`config.mk`:
```
export PLATFORM = sky130hd
export DESIGN_NAME = frac_pwm_channel
export DESIGN_NICKNAME = d
export VERILOG_FILES = /design/src/rtl/frac_pwm_pkg.sv /design/src/rtl/pwm_cfg_regs.sv /design/src/rtl/pwm_phase_acc.sv /design/src/rtl/pwm_duty_cmp.sv /design/src/rtl/frac_pwm_channel.sv
export SDC_FILE = /design/constraint.sdc
export NUM_CORES = 1
export LEC_CHECK = 0
export BUFFER_PORTS_ARGS = -buffer_cell sky130_fd_sc_hd__buf_2
export CORE_MARGIN = 3
export CORE_UTILIZATION = 56
export DETAILED_ROUTE_END_ITERATION = 10
export GPL_TIMING_DRIVEN = 0
export HOLD_SLACK_MARGIN = 0.08
export PLACE_DENSITY = 0.86
export REMOVE_ABC_BUFFERS = 1
export SLEW_MARGIN = 15
export SYNTH_ARGS = -nofsm -noshare
export SYNTH_HDL_FRONTEND = slang
export SYNTH_HIERARCHICAL = 1
export SYNTH_SLANG_ARGS = --single-unit
export TNS_END_PERCENT = 20
```
`constraint.sdc`:
```
create_clock -name clk -period 2.77 [get_ports clk]
set_input_delay 0.277 -clock clk [delete_from_list [all_inputs] [get_ports clk]]
set_output_delay 0.277 -clock clk [all_outputs]
set_load 0.01 [all_outputs]
```
`src/rtl/frac_pwm_pkg.sv`:
```
package frac_pwm_pkg;

    localparam int REG_W    = 32;
    localparam int STEP_W   = 16;
    localparam int DUTY_W   = 8;
    localparam int ACC_W    = STEP_W;
    localparam int EN_BIT   = 31;
    localparam int UPD_BIT  = 30;
    localparam int STEP_LSB = 8;
    localparam int DUTY_LSB = 0;
    localparam int RSVD_LSB = STEP_LSB + STEP_W;
    localparam int RSVD_MSB = UPD_BIT - 1;
    localparam logic [STEP_W-1:0] STEP_MAX = 16'h8002;

    typedef struct packed {
        logic [STEP_W-1:0] step;
        logic [DUTY_W-1:0] thresh;
    } pwm_cfg_t;

    function automatic pwm_cfg_t cfg_from_word(input logic [REG_W-1:0] w);
        pwm_cfg_t c;
        c.step   = w[STEP_LSB +: STEP_W];
        c.thresh = w[DUTY_LSB +: DUTY_W];
        return c;
    endfunction

    function automatic logic step_ok(input logic [STEP_W-1:0] s);
        return s <= STEP_MAX;
    endfunction

    function automatic logic [REG_W-1:0] status_word(input logic en,
                                                     input logic pend,
                                                     input pwm_cfg_t c);
        logic [REG_W-1:0] w;
        w = '0;
        w[EN_BIT]                = en;
        w[UPD_BIT]               = pend;
        w[STEP_LSB +: STEP_W]    = c.step;
        w[DUTY_LSB +: DUTY_W]    = c.thresh;
        return w;
    endfunction

endpackage

```
`src/rtl/pwm_cfg_regs.sv`:
```
module pwm_cfg_regs
    import frac_pwm_pkg::*;
(
    input  logic             clk,
    input  logic             rst,
    input  logic             reg_we,
    input  logic [REG_W-1:0] reg_wdata,
    input  logic             load_ack,
    output logic             enable,
    output logic             pending,
    output pwm_cfg_t         shadow,
    output logic [REG_W-1:0] reg_rdata
);

    pwm_cfg_t wr_cfg;
    logic     wr_legal;
    logic     unused_rsvd;

    assign wr_cfg      = cfg_from_word(reg_wdata);
    assign wr_legal    = step_ok(wr_cfg.step);
    assign unused_rsvd = ^reg_wdata[RSVD_MSB:RSVD_LSB];

    always_ff @(posedge clk) begin
        if (rst) begin
            enable  <= 1'b0;
            pending <= 1'b0;
            shadow  <= '0;
        end else begin
            if (load_ack) begin
                pending <= 1'b0;
            end
            if (reg_we) begin
                enable <= reg_wdata[EN_BIT];
                if (reg_wdata[UPD_BIT]) begin
                    pending <= 1'b1;
                end
                if (wr_legal) begin
                    shadow <= wr_cfg;
                end
            end
        end
    end

    assign reg_rdata = status_word(enable, pending, shadow);

    AST_PEND_HOLD: assert property (@(posedge clk) disable iff (rst)
        (pending && !load_ack) |=> pending);

    AST_BAD_STEP: assert property (@(posedge clk) disable iff (rst)
        (reg_we && !step_ok(reg_wdata[STEP_LSB +: STEP_W])) |=> $stable(shadow));

endmodule

```
`src/rtl/pwm_phase_acc.sv`:
```
module pwm_phase_acc
    import frac_pwm_pkg::*;
(
    input  logic             clk,
    input  logic             rst,
    input  logic             enable,
    input  logic             pending,
    input  pwm_cfg_t         shadow,
    output logic [ACC_W-1:0] acc,
    output pwm_cfg_t         live,
    output logic             running,
    output logic             load_ack
);

    logic           en_d;
    logic           start;
    logic           wrap;
    logic [ACC_W:0] sum;

    assign start    = enable && !en_d;
    assign running  = enable && en_d;
    assign sum      = {1'b0, acc} + {1'b0, live.step};
    assign wrap     = running && sum[ACC_W];
    assign load_ack = start || (wrap && pending);

    always_ff @(posedge clk) begin
        if (rst) begin
            en_d <= 1'b0;
            acc  <= '0;
            live <= '0;
        end else begin
            en_d <= enable;
            if (start) begin
                acc  <= '0;
                live <= shadow;
            end else if (running) begin
                acc <= sum[ACC_W-1:0];
                if (wrap && pending) begin
                    live <= shadow;
                end
            end
        end
    end

    AST_START_ZERO: assert property (@(posedge clk) disable iff (rst)
        start |=> (acc == '0));

    AST_LOAD_COPY: assert property (@(posedge clk) disable iff (rst)
        load_ack |=> (live == $past(shadow)));

    AST_OFF_HOLD: assert property (@(posedge clk) disable iff (rst)
        !enable |=> $stable(acc));

    AST_ZERO_FREEZE: assert property (@(posedge clk) disable iff (rst)
        (running && live.step == '0) |=> $stable(acc));

endmodule

```
`src/rtl/pwm_duty_cmp.sv`:
```
module pwm_duty_cmp
    import frac_pwm_pkg::*;
(
    input  logic              clk,
    input  logic              rst,
    input  logic              running,
    input  logic [DUTY_W-1:0] phase_hi,
    input  logic [DUTY_W-1:0] thresh,
    output logic              pwm_out
);

    assign pwm_out = running && (phase_hi >= thresh);

    AST_IDLE_LOW: assert property (@(posedge clk) disable iff (rst)
        $fell(running) |-> !pwm_out);

endmodule

```
`src/rtl/frac_pwm_channel.sv`:
```
module frac_pwm_channel
    import frac_pwm_pkg::*;
(
    input  logic        clk,
    input  logic        rst,
    input  logic        reg_we,
    input  logic [31:0] reg_wdata,
    output logic [31:0] reg_rdata,
    output logic        pwm_out
);

    logic             enable;
    logic             pending;
    logic             load_ack;
    logic             running;
    pwm_cfg_t         shadow;
    pwm_cfg_t         live;
    logic [ACC_W-1:0] acc;

    pwm_cfg_regs u_regs (
        .clk       (clk),
        .rst       (rst),
        .reg_we    (reg_we),
        .reg_wdata (reg_wdata),
        .load_ack  (load_ack),
        .enable    (enable),
        .pending   (pending),
        .shadow    (shadow),
        .reg_rdata (reg_rdata)
    );

    pwm_phase_acc u_acc (
        .clk      (clk),
        .rst      (rst),
        .enable   (enable),
        .pending  (pending),
        .shadow   (shadow),
        .acc      (acc),
        .live     (live),
        .running  (running),
        .load_ack (load_ack)
    );

    pwm_duty_cmp u_cmp (
        .clk      (clk),
        .rst      (rst),
        .running  (running),
        .phase_hi (acc[ACC_W-1 -: DUTY_W]),
        .thresh   (live.thresh),
        .pwm_out  (pwm_out)
    );

    AST_RSVD_ZERO: assert property (@(posedge clk) disable iff (rst)
        $past(reg_we) |-> (reg_rdata[RSVD_MSB:RSVD_LSB] == '0));

endmodule

```
==> results.py <==
metrics = {
    "status": {
        "outcome": "finished clean",
    },
    "logic_synthesis": {
        "synth_area_leaders": "dfxtp_1, mux2i_1, nand2b_1",
        "ys_ff_latch": 67,
        "avgSynthCellArea_sq_um": 9.60,
        "yosys_most_used_dff": "dfxtp_1",
        "synth-simple-area-share_pct": 18.4,
        "synth_xor_area_share_pct": 2.72,
        "synth_compound_area_share_pct": 12.1,
        "netlist_area_sq_um": 3860,
        "synth.yosys.warnings": 6,
        "synth_top_family_by_area": "simple AND/OR/NAND/NOR gates",
        "async_flop_share_pct": 0,
        "synth_mux_area_share_pct": 12.7,
        "synth_cells": 402,
        "yosysUniqueCellTypes": 50,
        "synth_fa_ha_area_share_pct": 8.30,
        "yosys.area.top_type_share_pct": 34.8,
        "seq_area_frac_synth_pct": 34.8,
        "synth_edf_count": 0,
        "yosysTopAreaCell": "dfxtp_1",
    },
    "finish": {
        "finalNonFillerCells": 506,
        "n_antenna_cell": 0,
        "final_core_util_pct": 62.9,
        "nFillCells": 580,
        "final_common_cell": "dfxtp_1",
        "final_cell_mix": "dfxtp_1, buf_2, nand2b_1",
        "layout-area-overhead-vs-synth_pct": 5.97,
        "drive_gt1_share_pct": 18.9,
        "final_nets": 484,
    },
    "worst_hold_path": {
        "hold_path_depth": 3,
        "min_to": "u_regs/enable",
        "worstHoldStart": "reg_wdata[31]",
        "hold_class": "in2reg",
    },
    "power_and_ir_drop": {
        "ir_drop_mv": 0.370,
        "power.density_nw_per_um2": 488,
        "p_total_mw": 2.00,
        "p_leak_nw": 1.89,
    },
    "floorplanning": {
        "rows": 29,
        "die_w_um": 89.0,
        "die_area_sq_um": 7920,
        "core_sq_um": 6490,
        "start_util_pct": 59.4,
        "ios": 68,
        "die_h_um": 89.0,
    },
    "critical_path": {
        "r2r_cells": 8,
        "crit_arrival_ns": 2.76,
        "cp_cell_sequence": "ha_1, fa_1, a21oi_1, o211ai_2, a21oi_2, o22ai_4, mux2i_1, nor2_1",
        "slowest_stage": "fa_1",
        "path_buf_inv": 0,
        "crit_family": "compound AO/OA/AOI/OAI gates",
        "r2r_end": "u_acc/live[22]",
        "critPathKind": "reg2reg",
        "crit_path_start_kind": "register",
        "max_stage_delay_ns": 0.42,
        "crit_fanout": 13,
        "r2r_slack_ns": 0.21,
        "required_ns": 2.97,
        "cp-end-kind": "register",
        "reg2reg_from": "u_acc/live[8]",
    },
    "clocking": {
        "cts_tree": "built",
        "clk_latency_ns": 0.34,
        "clkSinkCount": 67,
        "cts_inserted_buffers": 9,
        "postCtsSetupRepairBufs": 0,
        "cts_hold_buf": 0,
        "htree_levels": 3,
        "max-clock-path-buffers": 2,
        "cts_root_buffer": "clkbuf_8",
        "clk_pin_slew_ns": 0.07,
    },
    "timing": {
        "rsz0062_at_grt": "no",
        "setup_violations": 0,
        "post-route-period-util_pct": 92.4,
        "tightest_slew_ns": 1.18,
        "max_slew_margin_pct": 20.9,
        "slew_violations": 0,
        "max_freq_mhz": 391,
        "period_minus_slack_ns": 2.56,
        "hold_viol_final": 0,
        "finalClockSkew_ns": 0.00974,
        "timing.setup.tns_ns": 0,
    },
    "drt": {
        "dr.pass1.iters": 4,
        "detail_route.iter0.violations": 91,
        "via_per_inst": 5.49,
        "final_antenna_net_count": 0,
        "wl_mm": 7.36,
        "drc": 0,
        "avgRoutedWirePerCell_um": 14.6,
        "dr_total_vias": 2778,
    },
    "job": {
        "cap_violations": 0,
    },
    "global_routing": {
        "grt.overflow.total": 0,
        "grt_pass1_vias": 2663,
        "grt_max_degree": 82,
        "grt.total_usage_pct": 19.7,
        "antenna_found_initial": 0,
        "grt_pass1_wl_mm": 12.3,
    },
    "placed_design": {
        "dp.final_hpwl_mm": 5.07,
        "dp_cells": 489,
        "gp_congestion": 0.849,
        "portBuffers": 55,
    },
}
## flip-flops by register name (all words and copies together) (netlist names)
name and cells:
u_acc/acc 16, u_acc/en_d 1, u_acc/live 24, u_regs/enable 1, u_regs/pending 1, u_regs/reg_rdata 24
## what timing repair did
item                                    in CTS  in global routing
pin swaps                                    1                  0
gates cloned                                 1                  0
endpoints found under the setup margin       5                 11
gates resized for setup                      0                  1
## tightest hold or removal path, stage by stage
cell     delay [ns]
buf_2          0.07
mux2i_1        0.06
nor2_1         0.07
## cell usage after synthesis, drive strengths merged, types with 3 or more instances
cell type	n
nand2	12
ha	24
a21o	8
a22o	9
a21oi	24
nand2b	50
nor2b	7
inv	11
nand3	6
nand4	7
a41oi	3
clkbuf	10
xor2	4
dfxtp	67
xnor2	8
o21ai	5
nor2	32
buf	39
mux2i	48
## report_power, final
part	internal, mW	leakage (nW)	total [mW]	switching (mW)
Combinational	0.0847	1.26	0.187	0.103
Sequential	0.988	0.543	1.01	0.0208
Clock	0.439	0.0926	0.799	0.360
## routing by layer
layer  routed length (um)  global-route usage [%]
met5                    0                       0
met2                 3360                    32.4
met1                 3520                    26.1
met3                  419                    3.23
met4                   59                    7.17
## worst max-delay path by stage
stage,slack [ns],from,cells after the start,to
2_1_floorplan,0.54,u_acc/live[8],8,u_acc/live[0]
3_5_place_dp,0.002,u_acc/live[8],8,u_acc/live[22]
4_1_cts,0.13,u_acc/live[8],8,u_acc/live[18]
3_3_place_gp,0.07,u_acc/live[8],8,u_acc/live[3]
5_1_grt,0.11,u_acc/live[8],8,u_acc/live[22]
6_report,0.21,u_acc/live[8],8,u_acc/live[22]
## through the flow
step	worst slack (ns)	cell area [sq um]	hold WS (ns)
global route	0.105	4090	0.179
CTS	0.133	4080	0.164
floorplan	0.542	3500	0.346
global placement	0.0703	3870	0.457
finish	0.211	4090	0.171
detailed placement	0.00193	3870	0.476
## kinds of logic (layout without fill, tap and decap cells)
family | Yosys count | in the layout
AND/OR/NAND/NOR | 124 | 124
flip-flops | 67 | 67
AO/OA/AOI/OAI | 63 | 64
buffers and inverters | 61 | 82
multiplexers | 49 | 49
adder cells (fa/ha/maj) | 25 | 25
XOR/XNOR | 12 | 12
other | 1 | 6
## final cells by class
type / instances / area (sq um) / share of cell area (%)
Clock inverter: 4 / 50.0 / 1.22
Clock buffer: 12 / 145 / 3.55
Timing Repair Buffer: 55 / 278 / 6.80
Tap cell: 77 / 96.3 / 2.36
Sequential cell: 67 / 1340 / 32.8
Inverter: 11 / 41.3 / 1.01
Multi-Input combinational cell: 280 / 2140 / 52.2
Power figures use the tool's default switching activity.
